$ cat config.mk
export PLATFORM = sky130hd
export DESIGN_NAME = tmr_unit
export DESIGN_NICKNAME = d
export VERILOG_FILES = /design/src/rtl/tmr_pkg.sv /design/src/rtl/tmr_prescaler.sv /design/src/rtl/tmr_channel.sv /design/src/rtl/tmr_unit.sv
export SDC_FILE = /design/constraint.sdc
export NUM_CORES = 1
export LEC_CHECK = 0
export ABC_CLOCK_PERIOD_IN_PS = 4260
export BUFFER_PORTS_ARGS = -buffer_cell sky130_fd_sc_hd__buf_2
export CORE_MARGIN = 4
export CORE_UTILIZATION = 50
export CTS_BUF_LIST = sky130_fd_sc_hd__clkbuf_4
export CTS_CLUSTER_DIAMETER = 40
export DETAILED_ROUTE_END_ITERATION = 8
export PLACE_DENSITY = 0.73
export SLEW_MARGIN = 20
export SYNTH_ARGS = -nofsm -noshare
export SYNTH_HDL_FRONTEND = slang
export SYNTH_HIERARCHICAL = 1
export SYNTH_SLANG_ARGS = --single-unit
$ cat constraint.sdc
create_clock -name clk -period 4.26 [get_ports clk]
set_input_delay 0.213 -clock clk [delete_from_list [all_inputs] [get_ports clk]]
set_output_delay 0.213 -clock clk [all_outputs]
set_load 0.005 [all_outputs]
$ cat src/rtl/tmr_pkg.sv
package tmr_pkg;

    localparam int NCH_DEF   = 3;
    localparam int CNT_W_DEF = 32;
    localparam int AW        = 4;
    localparam int NDIV      = 4;
    localparam int PRE_W     = 2 * NDIV;
    localparam int SEL_W     = 3;

    localparam int ADDR_RUN  = 0;
    localparam int CH_STRIDE = 3;
    localparam int OFF_RLD   = 0;
    localparam int OFF_CNT   = 1;
    localparam int OFF_CTL   = 2;
    localparam int CTL_W     = SEL_W + 2;

    typedef struct packed {
        logic             flag;
        logic             ie;
        logic [SEL_W-1:0] sel;
    } ctl_t;

    function automatic logic [AW-1:0] ch_addr(input int ch, input int off);
        return AW'(1 + CH_STRIDE * ch + off);
    endfunction

    function automatic logic pick_tick(input logic [SEL_W-1:0] sel,
                                       input logic [NDIV-1:0]  ticks);
        logic t;
        t = 1'b0;
        for (int k = 0; k < NDIV; k++) begin
            if (sel == SEL_W'(k)) t = ticks[k];
        end
        return t;
    endfunction

endpackage

$ cat src/rtl/tmr_prescaler.sv
module tmr_prescaler
    import tmr_pkg::*;
(
    input  logic            clk,
    input  logic            rst,
    output logic [NDIV-1:0] ticks
);
    logic [PRE_W-1:0] pre_q;

    always_ff @(posedge clk) begin
        if (rst) pre_q <= '0;
        else     pre_q <= pre_q + 1'b1;
    end

    for (genvar k = 0; k < NDIV; k++) begin : g_tap
        assign ticks[k] = &pre_q[2*k+1:0];
    end
endmodule

$ cat src/rtl/tmr_channel.sv
module tmr_channel
    import tmr_pkg::*;
#(
    parameter int W = CNT_W_DEF
)(
    input  logic         clk,
    input  logic         rst,
    input  logic         run,
    input  logic         tick,
    input  logic         wr_rld,
    input  logic         wr_cnt,
    input  logic         wr_ctl,
    input  logic [W-1:0] wdata,
    output logic [W-1:0] cnt_q,
    output logic [W-1:0] rld_q,
    output ctl_t         ctl_q
);
    ctl_t wctl;
    logic uflow;

    always_comb begin
        wctl  = ctl_t'(wdata[CTL_W-1:0]);
        uflow = run && tick && !wr_cnt && (cnt_q == '0);
    end

    always_ff @(posedge clk) begin
        if (rst) begin
            cnt_q <= '0;
            rld_q <= '0;
            ctl_q <= '0;
        end else begin
            if (wr_cnt)
                cnt_q <= wdata;
            else if (run && tick)
                cnt_q <= uflow ? rld_q : cnt_q - 1'b1;

            if (wr_rld) rld_q <= wdata;

            if (wr_ctl) begin
                ctl_q.sel <= wctl.sel;
                ctl_q.ie  <= wctl.ie;
            end

            if (uflow)
                ctl_q.flag <= 1'b1;
            else if (wr_ctl && !wctl.flag)
                ctl_q.flag <= 1'b0;
        end
    end
endmodule

$ cat src/rtl/tmr_unit.sv
module tmr_unit
    import tmr_pkg::*;
#(
    parameter int NCH   = NCH_DEF,
    parameter int CNT_W = CNT_W_DEF
)(
    input  logic             clk,
    input  logic             rst,
    input  logic             wr_en,
    input  logic [AW-1:0]    addr,
    input  logic [CNT_W-1:0] wdata,
    output logic [CNT_W-1:0] rdata,
    output logic [NCH-1:0]   irq
);
    logic [NCH-1:0]   run_q;
    logic [NDIV-1:0]  ticks;
    logic [NCH-1:0]   ch_tick;
    logic [CNT_W-1:0] cnt_w [NCH];
    logic [CNT_W-1:0] rld_w [NCH];
    ctl_t             ctl_w [NCH];

    always_ff @(posedge clk) begin
        if (rst)
            run_q <= '0;
        else if (wr_en && addr == AW'(ADDR_RUN))
            run_q <= wdata[NCH-1:0];
    end

    tmr_prescaler u_pre (
        .clk   (clk),
        .rst   (rst),
        .ticks (ticks)
    );

    for (genvar c = 0; c < NCH; c++) begin : g_ch
        assign ch_tick[c] = pick_tick(ctl_w[c].sel, ticks);
        assign irq[c]     = ctl_w[c].flag && ctl_w[c].ie;

        tmr_channel #(.W(CNT_W)) u_ch (
            .clk    (clk),
            .rst    (rst),
            .run    (run_q[c]),
            .tick   (ch_tick[c]),
            .wr_rld (wr_en && addr == ch_addr(c, OFF_RLD)),
            .wr_cnt (wr_en && addr == ch_addr(c, OFF_CNT)),
            .wr_ctl (wr_en && addr == ch_addr(c, OFF_CTL)),
            .wdata  (wdata),
            .cnt_q  (cnt_w[c]),
            .rld_q  (rld_w[c]),
            .ctl_q  (ctl_w[c])
        );
    end

    always_comb begin
        rdata = '0;
        if (addr == AW'(ADDR_RUN)) rdata[NCH-1:0] = run_q;
        for (int c = 0; c < NCH; c++) begin
            if (addr == ch_addr(c, OFF_RLD)) rdata = rld_w[c];
            if (addr == ch_addr(c, OFF_CNT)) rdata = cnt_w[c];
            if (addr == ch_addr(c, OFF_CTL)) rdata[CTL_W-1:0] = ctl_w[c];
        end
    end
endmodule

After elaboration in Yosys (flattened, before gate mapping)
Cells that the tools add are included.

Output and inout bits: 35. Bits in registers: 218. Input port bits: 39.

Mux-type cells: 37. $add $sub $neg: 4. Reductions and logical operators: 46. Equality and inequality tests: 18.

Operator list (number): 32-bit two-way mux (15); 32-bit logical NOT (3); 32-bit by 1-bit subtractor with 32-bit output, second input constant (3); 1-bit logical AND (25); 3-bit by 2-bit equality test with 1-bit output, second input constant (6); 1-bit two-way mux (18); 4-bit by 3-bit equality test with 1-bit output, second input constant (4); 5-bit two-way mux (3); 2-bit nonzero test (6); 3-bit by 1-bit equality test with 1-bit output, second input constant (3); 3-bit logical NOT (3); 8-bit by 1-bit adder with 8-bit output, second input constant (1); 4-bit by 2-bit equality test with 1-bit output, second input constant (2); 4-bit equality test, second input constant (2); 8-bit AND reduction (1); 6-bit AND reduction (1); 4-bit by 1-bit equality test with 1-bit output, second input constant (1); 1-bit logical NOT (4); 4-bit logical NOT (1); 4-bit AND reduction (1); 3-bit two-way mux (1); 2-bit AND reduction (1).

Depth between registers and ports, before layout
Gate-level depths: netlist of the first run.

Depth after elaboration: 11. Mapped depth: 14. Mapped depth without buffers: 12.

Cells and area by module
Netlist of the first run, hierarchy kept.

Modules (own cells, without submodules): tmr_channel (g_ch[0].u_ch ...) (instances 2, cells an instance 375, area an instance 3352.0 µm²); tmr_channel (g_ch[2].u_ch) (instances 1, cells an instance 407, area an instance 3574.7 µm²); tmr_unit (instances 1, cells an instance 268, area an instance 2047.0 µm²); tmr_prescaler (instances 1, cells an instance 34, area an instance 332.8 µm²).

Worst setup path after synthesis of the first run
Ideal clock, no wire load.

Path type: flip-flop to flip-flop. Start point: register u_pre.pre_q[0]. End point: register g_ch[0].u_ch.cnt_q[22]. Setup slack: 1.066 ns. Library setup time: 0.130 ns. Arrival time: 3.064 ns. Buffers on the path: 3. Clock period less this slack: 3.194 ns. Stages on the path, launching flop included: 15. Path through: dfxtp_1 ha_1 and3_4 and3_4 and3_1 mux4_2 nor2b_1 and3b_1 clkbuf_1 nand4b_1 or3_1 buf_2 buf_2 o21ai_0 o22ai_1.

Longest elaborated chain between the ends: 11. Elaborated cells on any way between the ends: 15. Those cells by class: mux (7); reduce/logical (8).

Ends and longest elaborated chain: start: declaration (line tmr_prescaler.sv:8) `logic [PRE_W-1:0] pre_q;`; start signal: assignment (line tmr_prescaler.sv:12) `else pre_q <= pre_q + 1'b1;`; 2-bit AND reduction (*) (line tmr_prescaler.sv:16) `assign ticks[k] = &pre_q[2*k+1:0];`; net ticks[0] (line tmr_unit.sv:16) `logic [NDIV-1:0] ticks;`; 1-bit two-way mux (*) (4 in a row) (line tmr_pkg.sv:32) `if (sel == SEL_W'(k)) t = ticks[k];`; net ch_tick[0] (line tmr_unit.sv:17) `logic [NCH-1:0] ch_tick;`; 1-bit logical AND (*) (line tmr_channel.sv:23, tmr_channel.sv:34); 1-bit logical AND (2 in a row) (line tmr_channel.sv:23) `uflow = run && tick && !wr_cnt && (cnt_q == '0);`; 32-bit two-way mux (line tmr_channel.sv:35) `cnt_q <= uflow ? rld_q : cnt_q - 1'b1;`; 32-bit two-way mux (line tmr_channel.sv:34) `else if (run && tick)`; 32-bit two-way mux (line tmr_channel.sv:32) `if (wr_cnt)`; end signal: assignment (line tmr_channel.sv:33) `cnt_q <= wdata;`; end signal: assignment (line tmr_channel.sv:35); end: declaration (line tmr_channel.sv:14) `output logic [W-1:0] cnt_q,`.

Mark *: on every way through the listed nets, which the timed path passes. The rest lies on a longest branch. The select of a mux whose other input is x is not followed. A chain may end at the register's enable or synchronous reset.

Final worst setup path of the first run
Start point: register u_pre.pre_q[0]. End point: register g_ch[0].u_ch.cnt_q[31].

Same word-level chain as after synthesis.

==> metrics.csv, run 1 <==
metric;value;unit
Worst Hold Path Cells;2;
main combinational cell family by area after synthesis;compound AO/OA/AOI/OAI gates;
endpoint class of the critical path;flop;
Post-DRT Antenna Nets;0;
Finished Layout Cells;1898;
worst vdd ir;160;uV
Max Freq;258;MHz
hold path startpoint;rst;
fraction of layout instances using a drive strength above 1;17.6;%
Hold Path Class;input pin to flop;
worst setup path class;flop to flop;
total negative setup slack;0;ps
post-synthesis xor/xnor area fraction;4.57;%
largest net degree at the start of global routing;114;
CTS tree;done;
Rel. slew slack;16.5;%
reg-to-reg endpoint;g_ch[0].u_ch/cnt_q[31];
register area share after synthesis;34.5;%
Worst Path Max Fanout;29;
max-cap viol count;0;
minimum clock period;3880;ps
CTS Buf Count;58;
drt drc;1;
Worst Setup Start Kind;flop;
simple-gate share of the synthesized area;18.6;%
IO Count;74;
hold buffer count at CTS;32;
CTS resizes;0;
Syn Std Cell Area;12700;sq um
failing checks;design-rule violations;
crit path DAT;4440;ps
adder-cell share of the synthesized area;0.395;%
initial antenna violation count;2;
synthesized instance count;1459;
met1 Use GR;43.3;%
pwr/cell area;322;nW/um^2
routed wire length;43.5;mm
syn_nets;1502;
1st-iter DRT viols;2195;
unrepaired setup endpoints after global routing;false;
GPL Wtd Cong;1.03;
CP required;4820;ps
multiplexer share of the synthesized area;13.2;%
Tot Pwr;4.56;mW
die area;27900;sq um
Hold Vio Cnt, Final;0;
Setup WS post-layout;379;ps
Clock Skews;53.7;ps
ys flop type;dfxtp_1;
Cell Rows;57;
Yosys reg bits;218;
Area Overhead vs Synth;12.0;%
Longest Clk Path Bufs;3;
DP Cell Count;1763;
clk slew on worst S/H paths;60;ps
cell count of the worst reg-to-reg path;12;
via count;12600;
outcome;complete, but fails checks;
synth warn;6;
period utilisation layout;91.1;%
initial core utilization;51.4;%
Syn Area/Cell;8.68;sq um
asr flop ratio synth;0;%
Final setup viols;0;
dpl hpwl;30.5;mm
DP Worst Slack;437;ps
CTS H-tree lvls;2;
WL/cell;22.9;um
CTS root buf;clkbuf_4;
Overflow after GRT;0;
Top Usage Layer GRT;met1;
post-synthesis compound-gate area fraction;24.0;%
DR vias/cell;6.61;
Max Slew Vio Count;0;
Core Region;24600;sq um
vias in the first global route;11400;
M3 GR Usage;6.62;%
FF-to-FF setup slack;380;ps
total track usage;29.5;%
nets@finish;1575;
Die Height;167;um
Hold Slack;82.6;ps
EDFF count, synth;0;
GR Util met2;42.8;%
global-route wire length before repair;66.8;mm
clk sink count;218;
DR pass1 iterations;9;
Tightest Pin Transition;1250;ps
Die Wd;167;um
clock latency at the later pin of the worst-skew pair;720;ps
Synth cell types;82;
Post-CTS Setup Inserts;0;
reg2reg start;u_pre/pre_q[0];
hold endpoint;g_ch[1].u_ch/rld_q[6];
IO buf count;73;
Pleak;5.29;nW
worst max-delay path by stage:
stage,start,endpoint,slack (ps),cells past startpoint
after floorplan,u_pre/pre_q[0],g_ch[0].u_ch/cnt_q[22],1070,14
after global placement,u_pre/pre_q[0],g_ch[0].u_ch/cnt_q[31],570,12
after detailed placement,u_pre/pre_q[0],g_ch[0].u_ch/cnt_q[31],440,12
after CTS,u_pre/pre_q[0],g_ch[0].u_ch/cnt_q[31],450,12
after global routing,u_pre/pre_q[0],g_ch[0].u_ch/cnt_q[31],230,12
final,u_pre/pre_q[0],g_ch[0].u_ch/cnt_q[31],380,12
cell type report:
type	count	area [sq um]
well taps	324	405
inverters	16	60.1
clock buffers	84	631
diodes	2	5.00
flip-flops and latches	218	4360
clock inverters	16	65.1
multi-input cells	1106	7730
fillers	2284	10400
repair buffers	132	920
cell usage after synthesis (6+ instances only):
| cell | count | area [sq um] |
|---|---|---|
| a211oi_1 | 6 | 45.0 |
| a22o_1 | 28 | 245 |
| xnor2_1 | 31 | 272 |
| o22ai_1 | 51 | 319 |
| a21oi_1 | 78 | 390 |
| o41ai_1 | 6 | 52.6 |
| buf_6 | 7 | 78.8 |
| dfxtp_1 | 218 | 4360 |
| a31oi_1 | 12 | 75.1 |
| nand3_1 | 24 | 120 |
| a222oi_1 | 34 | 340 |
| mux2i_1 | 121 | 1210 |
| and3_1 | 6 | 37.5 |
| inv_1 | 16 | 60.1 |
| a22oi_1 | 93 | 698 |
| mux4_2 | 6 | 135 |
| nand4_1 | 8 | 50.1 |
| buf_1 | 13 | 48.8 |
| and2_1 | 6 | 37.5 |
| nor3_1 | 35 | 175 |
| nor4_1 | 21 | 131 |
| o211ai_1 | 15 | 113 |
| buf_2 | 27 | 135 |
| nor2b_1 | 11 | 68.8 |
| nor2_1 | 213 | 800 |
| clkbuf_1 | 69 | 259 |
| mux2_4 | 10 | 150 |
| o21ai_0 | 38 | 190 |
| nand2_1 | 40 | 150 |
| o21ai_1 | 21 | 105 |
| mux2_2 | 15 | 169 |
| or3_1 | 15 | 93.8 |
| xor2_1 | 35 | 307 |
| or2_2 | 12 | 75.1 |
| nand2b_1 | 9 | 56.3 |
metal layers:
layer	vias up	part of all wire, %	routed length (um)
met5	-	0.030	13
met4	2	2.7	1160
met3	91	12	5370
met2	762	43	18500
met1	6009	42	18400
li1	5688	-	-
layout by cell type (no fill, tap or decap), types with 16 or more instances in the layout:
| master | netlist | final |
|---|---|---|
| a21oi_1 | 78 | 75 |
| a222oi_1 | 34 | 34 |
| a22o_1 | 28 | 28 |
| a22oi_1 | 93 | 93 |
| buf_2 | 27 | 72 |
| buf_4 | 3 | 25 |
| clkbuf_4 | 0 | 84 |
| dfxtp_1 | 218 | 218 |
| dlygate4sd3_1 | 0 | 32 |
| inv_1 | 16 | 16 |
| mux2i_1 | 121 | 121 |
| nand2_1 | 40 | 40 |
| nand3_1 | 24 | 24 |
| nor2_1 | 213 | 211 |
| nor3_1 | 35 | 34 |
| nor4_1 | 21 | 21 |
| o21ai_0 | 38 | 38 |
| o21ai_1 | 21 | 21 |
| o22ai_1 | 51 | 51 |
| xnor2_1 | 31 | 31 |
| xor2_1 | 35 | 35 |
cells by family after synthesis:
group	Yosys count
simple gates	456
compound gates	428
flops	218
mux	152
buf+inv	135
xor+xnor	66
fa+ha+maj	4
metrics by stage:
| step | utilization, % | cell area, sq um |
|---|---|---|
| after floorplan | - | 12700 |
| after global placement | 53.4 | 13100 |
| after detailed placement | 53.4 | 13100 |
| after CTS | 57.5 | 14200 |
| after global routing | 57.6 | 14200 |
| final | 57.6 | 14200 |
flip-flops by register name, summed over array words and instances, names as in the netlist:
register	cells
u_pre/pre_q	8
g_ch.u_ch/ctl_q	15
g_ch.u_ch/rld_q	96
run_q	3
g_ch.u_ch/cnt_q	96
worst max-delay path, stage by stage, from the launching register on:
cell	delay [ps]
dfxtp_1	340
ha_1	270
and3_4	230
and3_4	200
and3_1	200
mux4_2	500
nor2b_1	160
and3b_1	300
nand4b_1	210
or3_1	810
o21ai_0	230
o221ai_1	210
o21ai_1	110
power by group:
group	internal (mW)	leakage (nW)	switching, mW
Sequential	2.07	1.76	0.0429
Combinational	0.260	3.11	0.404
Clock	0.898	0.424	0.889
Total	3.22	5.29	1.34
Power figures use the tool's default switching activity.
==> run 2: changes to the inputs <==
--- a/config.mk
+++ b/config.mk
@@ -6,13 +6,13 @@
 export NUM_CORES = 1
 export LEC_CHECK = 0
 export ABC_CLOCK_PERIOD_IN_PS = 4260
-export BUFFER_PORTS_ARGS = -buffer_cell sky130_fd_sc_hd__buf_2
-export CORE_MARGIN = 4
+export CORE_MARGIN = 2
 export CORE_UTILIZATION = 50
 export CTS_BUF_LIST = sky130_fd_sc_hd__clkbuf_4
 export CTS_CLUSTER_DIAMETER = 40
 export DETAILED_ROUTE_END_ITERATION = 8
-export PLACE_DENSITY = 0.73
+export DONT_BUFFER_PORTS = 1
+export PLACE_DENSITY = 0.7
 export SLEW_MARGIN = 20
 export SYNTH_ARGS = -nofsm -noshare
 export SYNTH_HDL_FRONTEND = slang
==> run 2 against run 1 <==
Compared with the run above:
- the flow finishes with violations (negative hold slack)
- critical path type unchanged
- highest routed layer unchanged
- critical path depth stayed put
- cell area is 1.5% lower
- utilization is 1.8 points lower
- count of clock-buffer cells in the layout is 7 higher
- total power is 1.8% higher
- clock skew is 11 ps lower
- sequential share of layout area is 0.47 points higher
- largest cell class unchanged
- global-route usage is 2.5 points higher
- worst setup slack better by 31 ps
==> metrics.csv, run 2 (synthesis results as in run 1) <==
metric;value;unit;change
outcome;complete, but fails checks;;
failing checks;negative hold slack;;
IO buf count;0;;-100%
Rel. slew slack;16.6;%;+0.12 points
Final setup viols;0;;unchanged
endpoint class of the critical path;flop;;
clk sink count;218;;unchanged
Top Registers;g_ch.u_ch/cnt_q (96), g_ch.u_ch/rld_q (96), g_ch.u_ch/ctl_q (15);;
Hold Vio Cnt, Final;15;;+15
Hold Path Class;input pin to flop;;
Max Freq;260;MHz;+0.81%
CTS resizes;0;;unchanged
nets@finish;1510;;-4.1%
CTS H-tree lvls;2;;unchanged
unrepaired setup endpoints after global routing;false;;
CTS Buf Count;58;;unchanged
Core Region;25000;sq um;+1.8%
routed wire length;43.8;mm;+0.83%
CTS root buf;clkbuf_4;;
minimum clock period;3850;ps;-31.2 ps
crit path DAT;4420;ps;-20 ps
CP required;4840;ps;+20 ps
max incr delay on CP;860;ps;+50 ps
Die Height;163;um;-2.4%
worst setup path class;flop to flop;;
vias in the first global route;11200;;-1.5%
fin area;14000;sq um;-1.5%
hold buffer count at CTS;42;;+31%
pwr/cell area;333;nW/um^2;+3.4%
Tot Pwr;4.64;mW;+1.8%
DP Cell Count;1694;;-3.9%
Overflow after GRT;0;;unchanged
Clock Skews;43.1;ps;-10.6 ps
global-route wire length before repair;66.4;mm;-0.62%
worst vdd ir;165;uV;+3.0%
Worst Setup Start Kind;flop;;
Longest Clk Path Bufs;3;;unchanged
final core occ;55.8;%;-1.8 points
Tightest Pin Transition;1250;ps;+3.88 ps
IO Count;74;;unchanged
Int Power;3.33;mW;+3.2%
DR pass1 iterations;7;;-2
dpl hpwl;29.6;mm;-2.8%
Die Wd;163;um;-2.4%
max-cap viol count;0;;unchanged
Post-DRT Antenna Nets;0;;unchanged
commonest non-fill, non-tap cell in the layout;dfxtp_1;;
CTS tree;done;;
Area Overhead vs Synth;10.3;%;
clock latency at the later pin of the worst-skew pair;740;ps;+20 ps
Max Slew Vio Count;0;;unchanged
Post-Place Cell Area;12700;sq um;-3.0%
Pleak;5.02;nW;-5.2%
largest net degree at the start of global routing;224;;+96%
period utilisation layout;90.4;%;-0.73 points
fraction of layout instances using a drive strength above 1;13.9;%;-3.8 points
slowest stage cell, crit path;or3_1;;
Finished Layout Cells;1843;;-2.9%
Combinational Power Share;13.2;%;-1.4 points
CP Cell Sequence;ha_1 -> and3_4 -> and3_4 -> and3_1 -> mux4_2 -> nor2b_1 -> and3b_1 -> nand4b_1 -> or3_1 -> o21ai_0 -> o221ai_1 -> o21ai_1;;
Cell Rows;58;;+1.8%
Switch Pwr;1.32;mW;-1.4%
GPL Wtd Cong;0.968;;-6.2%
Clock Power Share;41.3;%;+2.1 points
total negative setup slack;0;ps;unchanged
clk slew on worst S/H paths;60;ps;about the same
Switching Fraction;28.4;%;-0.94 points
commonest non-fill, non-tap cells in the layout;218 x dfxtp_1, 211 x nor2_1, 121 x mux2i_1, 93 x a22oi_1, 91 x clkbuf_4;;
total track usage;31.9;%;+2.5 points
Worst Path Max Fanout;29;;unchanged
drt drc;0;;-1
CP dominant cell by count;and3_4;;
Fill cells;2267;;-0.74%
initial antenna violation count;5;;+3
die area;26600;sq um;-4.7%
initial core utilization;50.6;%;-0.89 points
Hold Slack;-71.6;ps;-154 ps
WL/cell;23.8;um;+3.8%
Post-CTS Setup Inserts;0;;unchanged
DR vias/cell;6.68;;+1.0%
sequential share of power;45.4;%;-0.9 points
1st-iter DRT viols;1853;;-16%
via count;12300;;-1.9%
-- run 2: cell types whose count changed in the layout (fill, tap and decap cells not counted), sizes merged --
cell | previous run | this run
bufinv | 0 | 1
buf | 100 | 26
clkinv | 15 | 7
diode | 2 | 5
dlygate4sd3 | 32 | 41
clkbuf | 84 | 91
inv | 17 | 18
-- run 2: critical path: cells and delay by family, from the launching register on --
| kind | cells | cell delay, ps |
|---|---|---|
| flops | 1 | 340 |
| compound gates | 3 | 520 |
| fa+ha+maj | 1 | 270 |
| simple gates | 7 | 2070 |
| mux | 1 | 490 |
-- run 2: power by group through the flow --
stage	Sequential (mW)	Combinational (mW)	Clock, mW
floorplan	2.14	0.454	0
global placement	2.15	0.484	0
detailed placement	2.15	0.487	0
CTS	2.11	0.598	1.93
global route	2.11	0.660	2.05
finish	2.11	0.615	1.92
-- run 2: through the flow --
| stage | worst slack (ps) | hold WS [ps] |
|---|---|---|
| after floorplan | 1070 | 282 |
| after global placement | 620 | 297 |
| after detailed placement | 500 | 298 |
| after CTS | 455 | 16.2 |
| after global routing | 225 | 45.1 |
| final | 411 | -71.6 |
-- run 2: final cells by class --
cell class / instances / area (sq um) / share of cell area [%]
multi-input combinational: 1106 / 7730 / 55.3
antenna: 5 / 12.5 / 0.0896
sequential: 218 / 4360 / 31.3
tap: 330 / 413 / 2.96
timing repair buffer: 67 / 638 / 4.57
clock buffer: 91 / 683 / 4.89
inverter: 16 / 60.1 / 0.430
clock inverter: 10 / 63.8 / 0.457
-- run 2: routing by layer --
layer	vias to the layer above	global-route usage (%)	share of wire, %
met5	-	0	0.068
met4	4	11.4	3.1
met3	106	10.4	12
met2	716	46.2	43
met1	5922	44.5	42
li1	5567	-	-
-- run 2: final timing paths --
path | from | to | slack, ps | cells after the start
min | rst | g_ch[0].u_ch/rld_q[4] | -70 | 2
max | u_pre/pre_q[0] | g_ch[0].u_ch/cnt_q[31] | 410 | 12
max reg2reg | u_pre/pre_q[0] | g_ch[0].u_ch/cnt_q[31] | 410 | 12
min reg2reg | u_pre/pre_q[0] | u_pre/pre_q[0] | 480 | 1
